[config.mk]
export PLATFORM = sky130hd
export DESIGN_NAME = epoch_sec_clock
export DESIGN_NICKNAME = d
export VERILOG_FILES = /design/src/rtl/esc_pkg.sv /design/src/rtl/esc_sec_count.sv /design/src/rtl/esc_arg_collect.sv /design/src/rtl/esc_rsp_serial.sv /design/src/rtl/epoch_sec_clock.sv
export SDC_FILE = /design/constraint.sdc
export NUM_CORES = 1
export LEC_CHECK = 0
export ABC_CLOCK_PERIOD_IN_PS = 6150
export BUFFER_PORTS_ARGS = -buffer_cell sky130_fd_sc_hd__buf_2
export CAP_MARGIN = 0
export CORE_MARGIN = 3
export CORE_UTILIZATION = 35
export CTS_CLUSTER_SIZE = 14
export DETAILED_ROUTE_END_ITERATION = 16
export PLACE_DENSITY = 0.5
export SLEW_MARGIN = 40
export SYNTH_ARGS = -nofsm -noshare
export SYNTH_HDL_FRONTEND = slang
export SYNTH_SLANG_ARGS = --single-unit
[constraint.sdc]
create_clock -name clk -period 6.15 [get_ports clk]
set_clock_uncertainty 0.2 [all_clocks]
set_input_delay 0.3075 -clock clk [delete_from_list [all_inputs] [get_ports clk]]
set_output_delay 0.3075 -clock clk [all_outputs]
set_load 0.05 [all_outputs]
[src/rtl/esc_pkg.sv]
package esc_pkg;
   typedef enum logic {
      ESC_OP_READ  = 1'b0,
      ESC_OP_WRITE = 1'b1
   } esc_op_e;

   // seconds between 1904-01-01 and 1970-01-01
   localparam logic [31:0] ESC_SHIFT_1970 = 32'd2082844800;
endpackage

[src/rtl/esc_sec_count.sv]
module esc_sec_count #(
   parameter int TIME_W = 32
) (
   input  logic              clk,
   input  logic              rst_n,
   input  logic              sec_en,
   output logic [TIME_W-1:0] elapsed,
   output logic [TIME_W-1:0] elapsed_nxt,
   output logic              tick
);
   assign elapsed_nxt = elapsed + TIME_W'(sec_en);

   always_ff @(posedge clk) begin
      if (!rst_n) begin
         elapsed <= '0;
         tick    <= 1'b0;
      end else begin
         elapsed <= elapsed_nxt;
         tick    <= sec_en;
      end
   end
endmodule

[src/rtl/esc_arg_collect.sv]
module esc_arg_collect #(
   parameter int TIME_W = 32,
   parameter int BYTE_W = 8
) (
   input  logic                clk,
   input  logic                rst_n,
   input  logic                clear,
   input  logic                push,
   input  logic [BYTE_W-1:0]   din,
   output logic [TIME_W-1:0]   word,
   output logic                cnt_zero,
   output logic                cnt_full
);
   localparam int NBYTES = TIME_W / BYTE_W;
   localparam int CNT_W  = $clog2(NBYTES + 2);
   localparam logic [CNT_W-1:0] SAT = CNT_W'(NBYTES + 1);

   logic [CNT_W-1:0] cnt;

   generate
      if (NBYTES == 1) begin : g_single
         always_ff @(posedge clk) begin
            if (!rst_n)     word <= '0;
            else if (clear) word <= '0;
            else if (push)  word <= din;
         end
      end else begin : g_multi
         always_ff @(posedge clk) begin
            if (!rst_n)     word <= '0;
            else if (clear) word <= '0;
            else if (push)  word <= {word[TIME_W-BYTE_W-1:0], din};
         end
      end
   endgenerate

   // count saturates one past a full word so overlong writes are seen
   always_ff @(posedge clk) begin
      if (!rst_n)                  cnt <= '0;
      else if (clear)              cnt <= '0;
      else if (push && cnt != SAT) cnt <= cnt + 1'b1;
   end

   assign cnt_zero = (cnt == '0);
   assign cnt_full = (cnt == CNT_W'(NBYTES));
endmodule

[src/rtl/esc_rsp_serial.sv]
module esc_rsp_serial #(
   parameter int TIME_W = 32,
   parameter int BYTE_W = 8
) (
   input  logic              clk,
   input  logic              rst_n,
   input  logic              load,
   input  logic [TIME_W-1:0] value,
   output logic              valid,
   output logic [BYTE_W-1:0] data,
   output logic              last
);
   localparam int NBYTES = TIME_W / BYTE_W;
   localparam int CNT_W  = $clog2(NBYTES + 1);

   logic [TIME_W-1:0] sreg;
   logic [CNT_W-1:0]  left;

   always_ff @(posedge clk) begin
      if (!rst_n) begin
         sreg <= '0;
         left <= '0;
      end else if (load) begin
         sreg <= value;
         left <= CNT_W'(NBYTES);
      end else if (left != '0) begin
         sreg <= sreg << BYTE_W;
         left <= left - 1'b1;
      end
   end

   assign valid = (left != '0);
   assign last  = (left == CNT_W'(1));
   assign data  = sreg[TIME_W-1 -: BYTE_W];
endmodule

[src/rtl/epoch_sec_clock.sv]
module epoch_sec_clock #(
   parameter int TIME_W = 32,
   parameter int BYTE_W = 8
) (
   input  logic              clk,
   input  logic              rst_n,
   input  logic [TIME_W-1:0] init_offset,
   input  logic              sec_en,
   input  logic              req_start,
   input  logic              req_op,
   input  logic              arg_valid,
   input  logic [BYTE_W-1:0] arg_data,
   input  logic              req_end,
   output logic              rsp_valid,
   output logic [BYTE_W-1:0] rsp_data,
   output logic              rsp_last,
   output logic              req_reject,
   output logic              tick
);
   import esc_pkg::*;

   generate
      if (BYTE_W < 1 || TIME_W % BYTE_W != 0) begin : g_bad_width
         $error("TIME_W must be a whole number of BYTE_W bytes");
      end
   endgenerate

   logic [TIME_W-1:0] elapsed, elapsed_nxt, offset_q, arg_word;
   logic              cnt_zero, cnt_full, accept_rd, accept_wr;
   esc_op_e           op_q;

   esc_sec_count #(.TIME_W(TIME_W)) u_count (
      .clk(clk), .rst_n(rst_n), .sec_en(sec_en),
      .elapsed(elapsed), .elapsed_nxt(elapsed_nxt), .tick(tick)
   );

   esc_arg_collect #(.TIME_W(TIME_W), .BYTE_W(BYTE_W)) u_args (
      .clk(clk), .rst_n(rst_n), .clear(req_start), .push(arg_valid),
      .din(arg_data), .word(arg_word), .cnt_zero(cnt_zero), .cnt_full(cnt_full)
   );

   always_ff @(posedge clk) begin
      if (!rst_n)         op_q <= ESC_OP_READ;
      else if (req_start) op_q <= esc_op_e'(req_op);
   end

   assign accept_rd = req_end && (op_q == ESC_OP_READ)  && cnt_zero;
   assign accept_wr = req_end && (op_q == ESC_OP_WRITE) && cnt_full;

   // offset is taken against the post-edge elapsed count
   always_ff @(posedge clk) begin
      if (!rst_n)         offset_q <= init_offset;
      else if (accept_wr) offset_q <= arg_word - elapsed_nxt;
   end

   always_ff @(posedge clk) begin
      if (!rst_n) req_reject <= 1'b0;
      else        req_reject <= req_end && !accept_rd && !accept_wr;
   end

   esc_rsp_serial #(.TIME_W(TIME_W), .BYTE_W(BYTE_W)) u_rsp (
      .clk(clk), .rst_n(rst_n), .load(accept_rd), .value(offset_q + elapsed),
      .valid(rsp_valid), .data(rsp_data), .last(rsp_last)
   );
endmodule

-- Yosys cells after proc, flatten, opt, wreduce, memory -nomap -nowiden
Cells that the tools add are included.
- memories kept: 0
- logic and storage cells: 41
- bits in read-only memories: 0
- flip-flop bits (word level): 137
- RAM bits: 0
- latch bits: 0
- output and inout port bits: 12
- input bits: 47
- add/subtract/negate cells: 5
- bitwise logic cells: 2
- eq/ne operators: 4
- multiplexer cells: 6
- order comparisons: 0
- shift-type cells: 0
- reductions and logical operators: 14
- div/mod/pow operators: 0
- multipliers: 0
- operators with widths (operator ; number):
    32-bit 2-to-1 mux ; 4
    32-bit by 1-bit adder with 32-bit output ; 1
    32-bit adder ; 1
    32-bit subtractor ; 1
    1-bit logical AND ; 7
    3-bit 2-to-1 mux ; 2
    2-bit OR reduction ; 2
    3-bit by 1-bit adder with 3-bit output (second input constant) ; 1
    3-bit by 1-bit == test with 1-bit output (second input constant) ; 1
    3-bit == test (second input constant) ; 1
    3-bit zero test ; 1
    3-bit != test (second input constant) ; 1
    3-bit nonzero test ; 1
    3-bit by 1-bit subtractor with 3-bit output (second input constant) ; 1
    1-bit zero test ; 2
    2-bit by 1-bit != test with 1-bit output (second input constant) ; 1
    1-bit inverter ; 2
    2-bit nonzero test ; 1

-- Longest topological paths before layout
- depth in word-level cells: 6
- depth in mapped cells: 19

-- Modules after synthesis
A second synthesis with hierarchy kept.
- cell total of the unflattened synthesis: 1107
- area total of the unflattened synthesis: 9494.1 um2
- modules (own cells, without submodules) (module ; area an instance (um2) ; times used ; cells each):
    epoch_sec_clock ; 4813.4 ; 1 ; 582
    esc_sec_count ; 1745.4 ; 1 ; 204
    esc_rsp_serial ; 1567.8 ; 1 ; 196
    esc_arg_collect ; 1367.6 ; 1 ; 125

-- Worst setup path after synthesis
OpenSTA, ideal clock, no wires.
- path kind: reg-to-reg
- start point: register u_count.elapsed[0]
- end point: register offset_q[17] (data pin)
- arrival: 3.956 ns
- period minus slack after synthesis: 4.416 ns
- stages on the path, launching flop included: 19
- slack: 1.734 ns
- path buffers: 0
- required time: 5.690 ns
- path through: dfxtp_1 -> ha_1 -> inv_1 -> nor2_1 -> nand3_1 -> xor2_1 -> ha_1 -> a21oi_1 -> nand2_1 -> o21a_1 -> maj3_2 -> a21o_1 -> maj3_2 -> maj3_2 -> a21oi_2 -> o32ai_1 -> maj3_2 -> xnor2_1 -> mux2_2
- word-level cells in the longest chain between the ends: 4
- RTL lines (element ; RTL line ; RTL):
    start, declared ; esc_sec_count.sv:7 ; output logic [TIME_W-1:0] elapsed,
    start signal, assigned ; esc_sec_count.sv:18 ; elapsed <= elapsed_nxt;
    32-bit by 1-bit adder with 32-bit output ; esc_sec_count.sv:11 ; assign elapsed_nxt = elapsed + TIME_W'(sec_en);
    32-bit subtractor ; epoch_sec_clock.sv:53 ; else if (accept_wr) offset_q <= arg_word - elapsed_nxt;
    32-bit 2-to-1 mux ; epoch_sec_clock.sv:53 ;
    32-bit 2-to-1 mux ; epoch_sec_clock.sv:52 ; if (!rst_n) offset_q <= init_offset;
    end signal, assigned ; epoch_sec_clock.sv:52 ;
    end signal, assigned ; epoch_sec_clock.sv:53 ;
    end, declared ; epoch_sec_clock.sv:28 ; logic [TIME_W-1:0] elapsed, elapsed_nxt, offset_q, arg_word;
No other way between the ends. The select of a mux whose other input is x is not followed.
A chain may end at the register's enable or synchronous reset.

-- Final worst setup path
- start point: input port sec_en
- end point: register offset_q[17] (data pin)
- word-level cells in the longest chain between the ends: 4
- RTL lines (element ; RTL line ; RTL):
    start, declared ; epoch_sec_clock.sv:8 ; input logic sec_en,
    32-bit by 1-bit adder with 32-bit output ; esc_sec_count.sv:11 ;
    32-bit subtractor ; epoch_sec_clock.sv:53 ;
    32-bit 2-to-1 mux ; epoch_sec_clock.sv:53 ;
    32-bit 2-to-1 mux ; epoch_sec_clock.sv:52 ;
No other way between the ends. The select of a mux whose other input is x is not followed.

==> flow_summary_export.csv <==
group,metric,value,unit
floorplanning,die_h,168,um
setup_path,critPathLaunchType,"primary input",
floorplanning,start_util,0.360,
route,vias,7430,
clock_tree,cts.repair.resized,0,
synthesis,yosys.area.top_type,"dfxtp_1",
synthesis,synthDistinctLibCells,83,
placement,io_buffers,58,
setup_path,cp_max_fo,5,
setup_path,rr_endpoint,"offset_q[17]",
route,first_iter_violations,660,
setup_path,endpoint_kind,"flip-flop",
power,p_per_area,259,nW/um^2
sta,max_slew_margin,0.478,
setup_path,worstPathArrival,4.95,ns
setup_path,ff2ff_path_depth,18,
synthesis,yosys-top-cells-count,"nor2_1 (124), dfxtp_1 (105), nand2_1 (103)",
run_status,status,"complete, no violations",
route,first_pass_iters,5,
route,drc,0,
setup_path,max_stage_delay,0.54,ns
sta,timing.setup.tns,0,ns
sta,slew_violations,0,
synthesis,syn_area,9140,sq um
synthesis,synth-main-ff-cell,"dfxtp_1",
sta,fmax,201,MHz
clock_tree,cts_buffer_depth,2,
clock_tree,postCtsHoldBufs,24,
layout,utilization,0.416,
layout,num_antenna_cells,0,
run,max_cap_viol_count,0,
setup_path,cp_slowest_cell,"dlygate4sd3_1",
route,ant_nets,0,
setup_path,r2r_slack,1.34,ns
clock_tree,numCtsBuffers,17,
power,ir_worst_vdd,222,uV
clock_tree,cts_tree,"done",
global_route,grt_usage,0.181,
synthesis,ys_ff_latch,137,
sta,max_slew.worst_pin.slew,0.777,ns
setup_path,worstPathCellList,"dlygate4sd3_1 > buf_2 > ha_1 > inv_1 > nor2_1 > nand3_1 > xor2_1 > ha_1 > a21oi_1 > nand2_1 > o21a_1 > maj3_2 > a21o_1 > maj3_2 > maj3_2 > a21oi_2 > o32ai_1 > maj3_2 > xnor2_1 > mux2_2",
sta,period_minus_slack,4.97,ns
synthesis,synth.most_common_cell,"nor2_1",
global_route,antenna_found_initial,1,
synthesis,syn_area_per_cell,8.78,sq um
sta,setup_violations,0,
synthesis,synthesis.nets,1146,
worst_hold_path,min_from,"init_offset[27]",
synthesis,async_reset_ff_frac,0,
floorplanning,rows,58,
sta,rsz0062_at_grt,"false",
worst_hold_path,holdPathEnd,"offset_q[27]",
floorplanning,dieArea,28100,sq um
floorplanning,dieWidth,168,um
floorplanning,ioPinCount,59,
sta,period_share,0.809,
placement,hpwl,19100,um
setup_path,critPathKind,"in2reg",
global_route,first_global_vias,7273,
clock_tree,clk_pin_slew,0.06,ns
layout,drive_gt1_frac,0.141,
sta,hold_viol_final,0,
global_route,grt_pass1_wl,40400,um
synthesis,yosys_warnings,0,
synthesis,synthDominantCellAreaShare,0.230,
global_route,grt_max_degree,73,
clock_tree,numClockSinks,137,
placement,gp_congestion,0.851,
clock_tree,clk_latency,0.43,ns
worst_hold_path,hp-class,"in2reg",
clock_tree,cts_setup_buffers,0,
synthesis,synth_seq_area_share,0.335,
layout,final_nets,1198,
clock_tree,cts-root-buf,"clkbuf_16",
global_route,grt_overflow,0,
power,p_leak,4.23,nW
power,p_total,2.73,mW
clock_tree,cts_max_level,4,
synthesis,synth_edf_count,32,
layout,fin_area,10600,sq um
floorplanning,core_area,25400,sq um
route,drt_wl_total,25200,um
setup_path,required,6.13,ns
synthesis,synth.area.top_cells,"dfxtp_1 (23%), edfxtp_1 (11%), ha_1 (7.5%)",
synthesis,syn_inst,1042,
setup_path,crit_top_cell,"maj3_2",
sta,setup_ws,1.18,ns
layout,areaGrowthSynthToFinish,15.5,%
route,via_per_inst,5.17,
setup_path,reg2reg_from,"u_count.elapsed[0]",
worst_hold_path,hold_depth,3,
placement,pre_cts_slack,1.34,ns
placement,dpl_cell_area,9670,sq um
route,routedWlPerCell,17.6,um
kinds of logic (layout without fill, tap and decap cells):
family          count (synthesis)  in the layout  share of synthesized area
simple gates                  369            369                      0.197
compound gates                213            213                      0.158
flops                         137            137                      0.335
xor+xnor                      104            104                      0.109
buf+inv                        92            156                     0.0420
fa+ha+maj                      74             74                     0.0992
mux                            53             53                     0.0602
metrics by stage:
step	hold WS (ns)	std cells
finish	0.0180	1436
global route	0.0143	1436
CTS	0.000126	1436
detailed placement	0.263	1381
global placement	0.255	1381
floorplan	0.221	1042
flip-flops by register name, summed over array words and instances (netlist names), 3 cells and up:
signal / count
u_rsp.sreg: 32
u_count.elapsed: 32
u_args.word: 32
u_rsp.left: 3
u_args.cnt: 3
offset_q: 32
worst max path at each step:
stage,startpoint,slack (ns),cells past startpoint,end
final,sec_en,1.18,20,offset_q[17]
after global routing,sec_en,0.92,20,offset_q[17]
after CTS,sec_en,1.23,20,offset_q[17]
after detailed placement,sec_en,1.34,19,offset_q[17]
after global placement,sec_en,1.40,19,offset_q[17]
after floorplan,u_count.elapsed[0],1.73,18,offset_q[17]
power by group:
group / internal (mW) / total, mW / leakage, nW / switching [mW]
Sequential: 0.994 / 1.03 / 1.17 / 0.0335
Combinational: 0.234 / 0.616 / 2.75 / 0.382
Clock: 0.673 / 1.09 / 0.314 / 0.413
critical path: cells and delay by family:
kind | cells | cell delay (ns)
adder cells (fa/ha/maj) | 6 | 1.92
AND/OR/NAND/NOR | 3 | 0.46
buffers and inverters | 3 | 0.81
XOR/XNOR | 2 | 0.35
multiplexers | 1 | 0.26
AO/OA/AOI/OAI | 5 | 0.83
cells in the final DEF (no fill, tap or decap), types with 6 or more instances in the layout:
| cell type | n |
|---|---|
| o21ai_0 | 21 |
| nor2b_1 | 8 |
| edfxtp_1 | 32 |
| ha_1 | 55 |
| a311oi_1 | 15 |
| xnor2_1 | 69 |
| nand2_1 | 103 |
| a21o_1 | 12 |
| buf_4 | 7 |
| dfxtp_1 | 105 |
| o21a_1 | 12 |
| nand3_1 | 29 |
| o21bai_1 | 11 |
| maj3_2 | 7 |
| clkbuf_16 | 23 |
| a211oi_1 | 7 |
| and2_1 | 8 |
| maj3_1 | 10 |
| dlygate4sd3_1 | 24 |
| nor3_1 | 19 |
| buf_2 | 57 |
| nor4_1 | 8 |
| nor2_1 | 124 |
| inv_1 | 34 |
| o31ai_1 | 7 |
| nand2b_1 | 8 |
| or2_2 | 6 |
| mux2i_1 | 37 |
| a21oi_1 | 70 |
| nand4_1 | 16 |
| a31oi_1 | 10 |
| mux2_2 | 16 |
| xor2_1 | 28 |
layer usage:
layer,part of all wire,vias to the layer above,track usage
met5,0.00052,-,0
met2,0.43,121,0.271
met4,0.033,2,0.0719
li1,-,3826,-
met3,0.027,40,0.0276
met1,0.51,3441,0.262
area by class of cell:
class                           instances  area (sq um)
Multi-Input combinational cell        813          5720
Clock inverter                          5          37.5
Timing Repair Buffer                   89           589
Clock buffer                           26           597
Inverter                               36           135
Fill cell                            2565         14800
Tap cell                              330           413
Sequential cell                       137          3060
No activity file was read; power rests on OpenSTA's default activity.
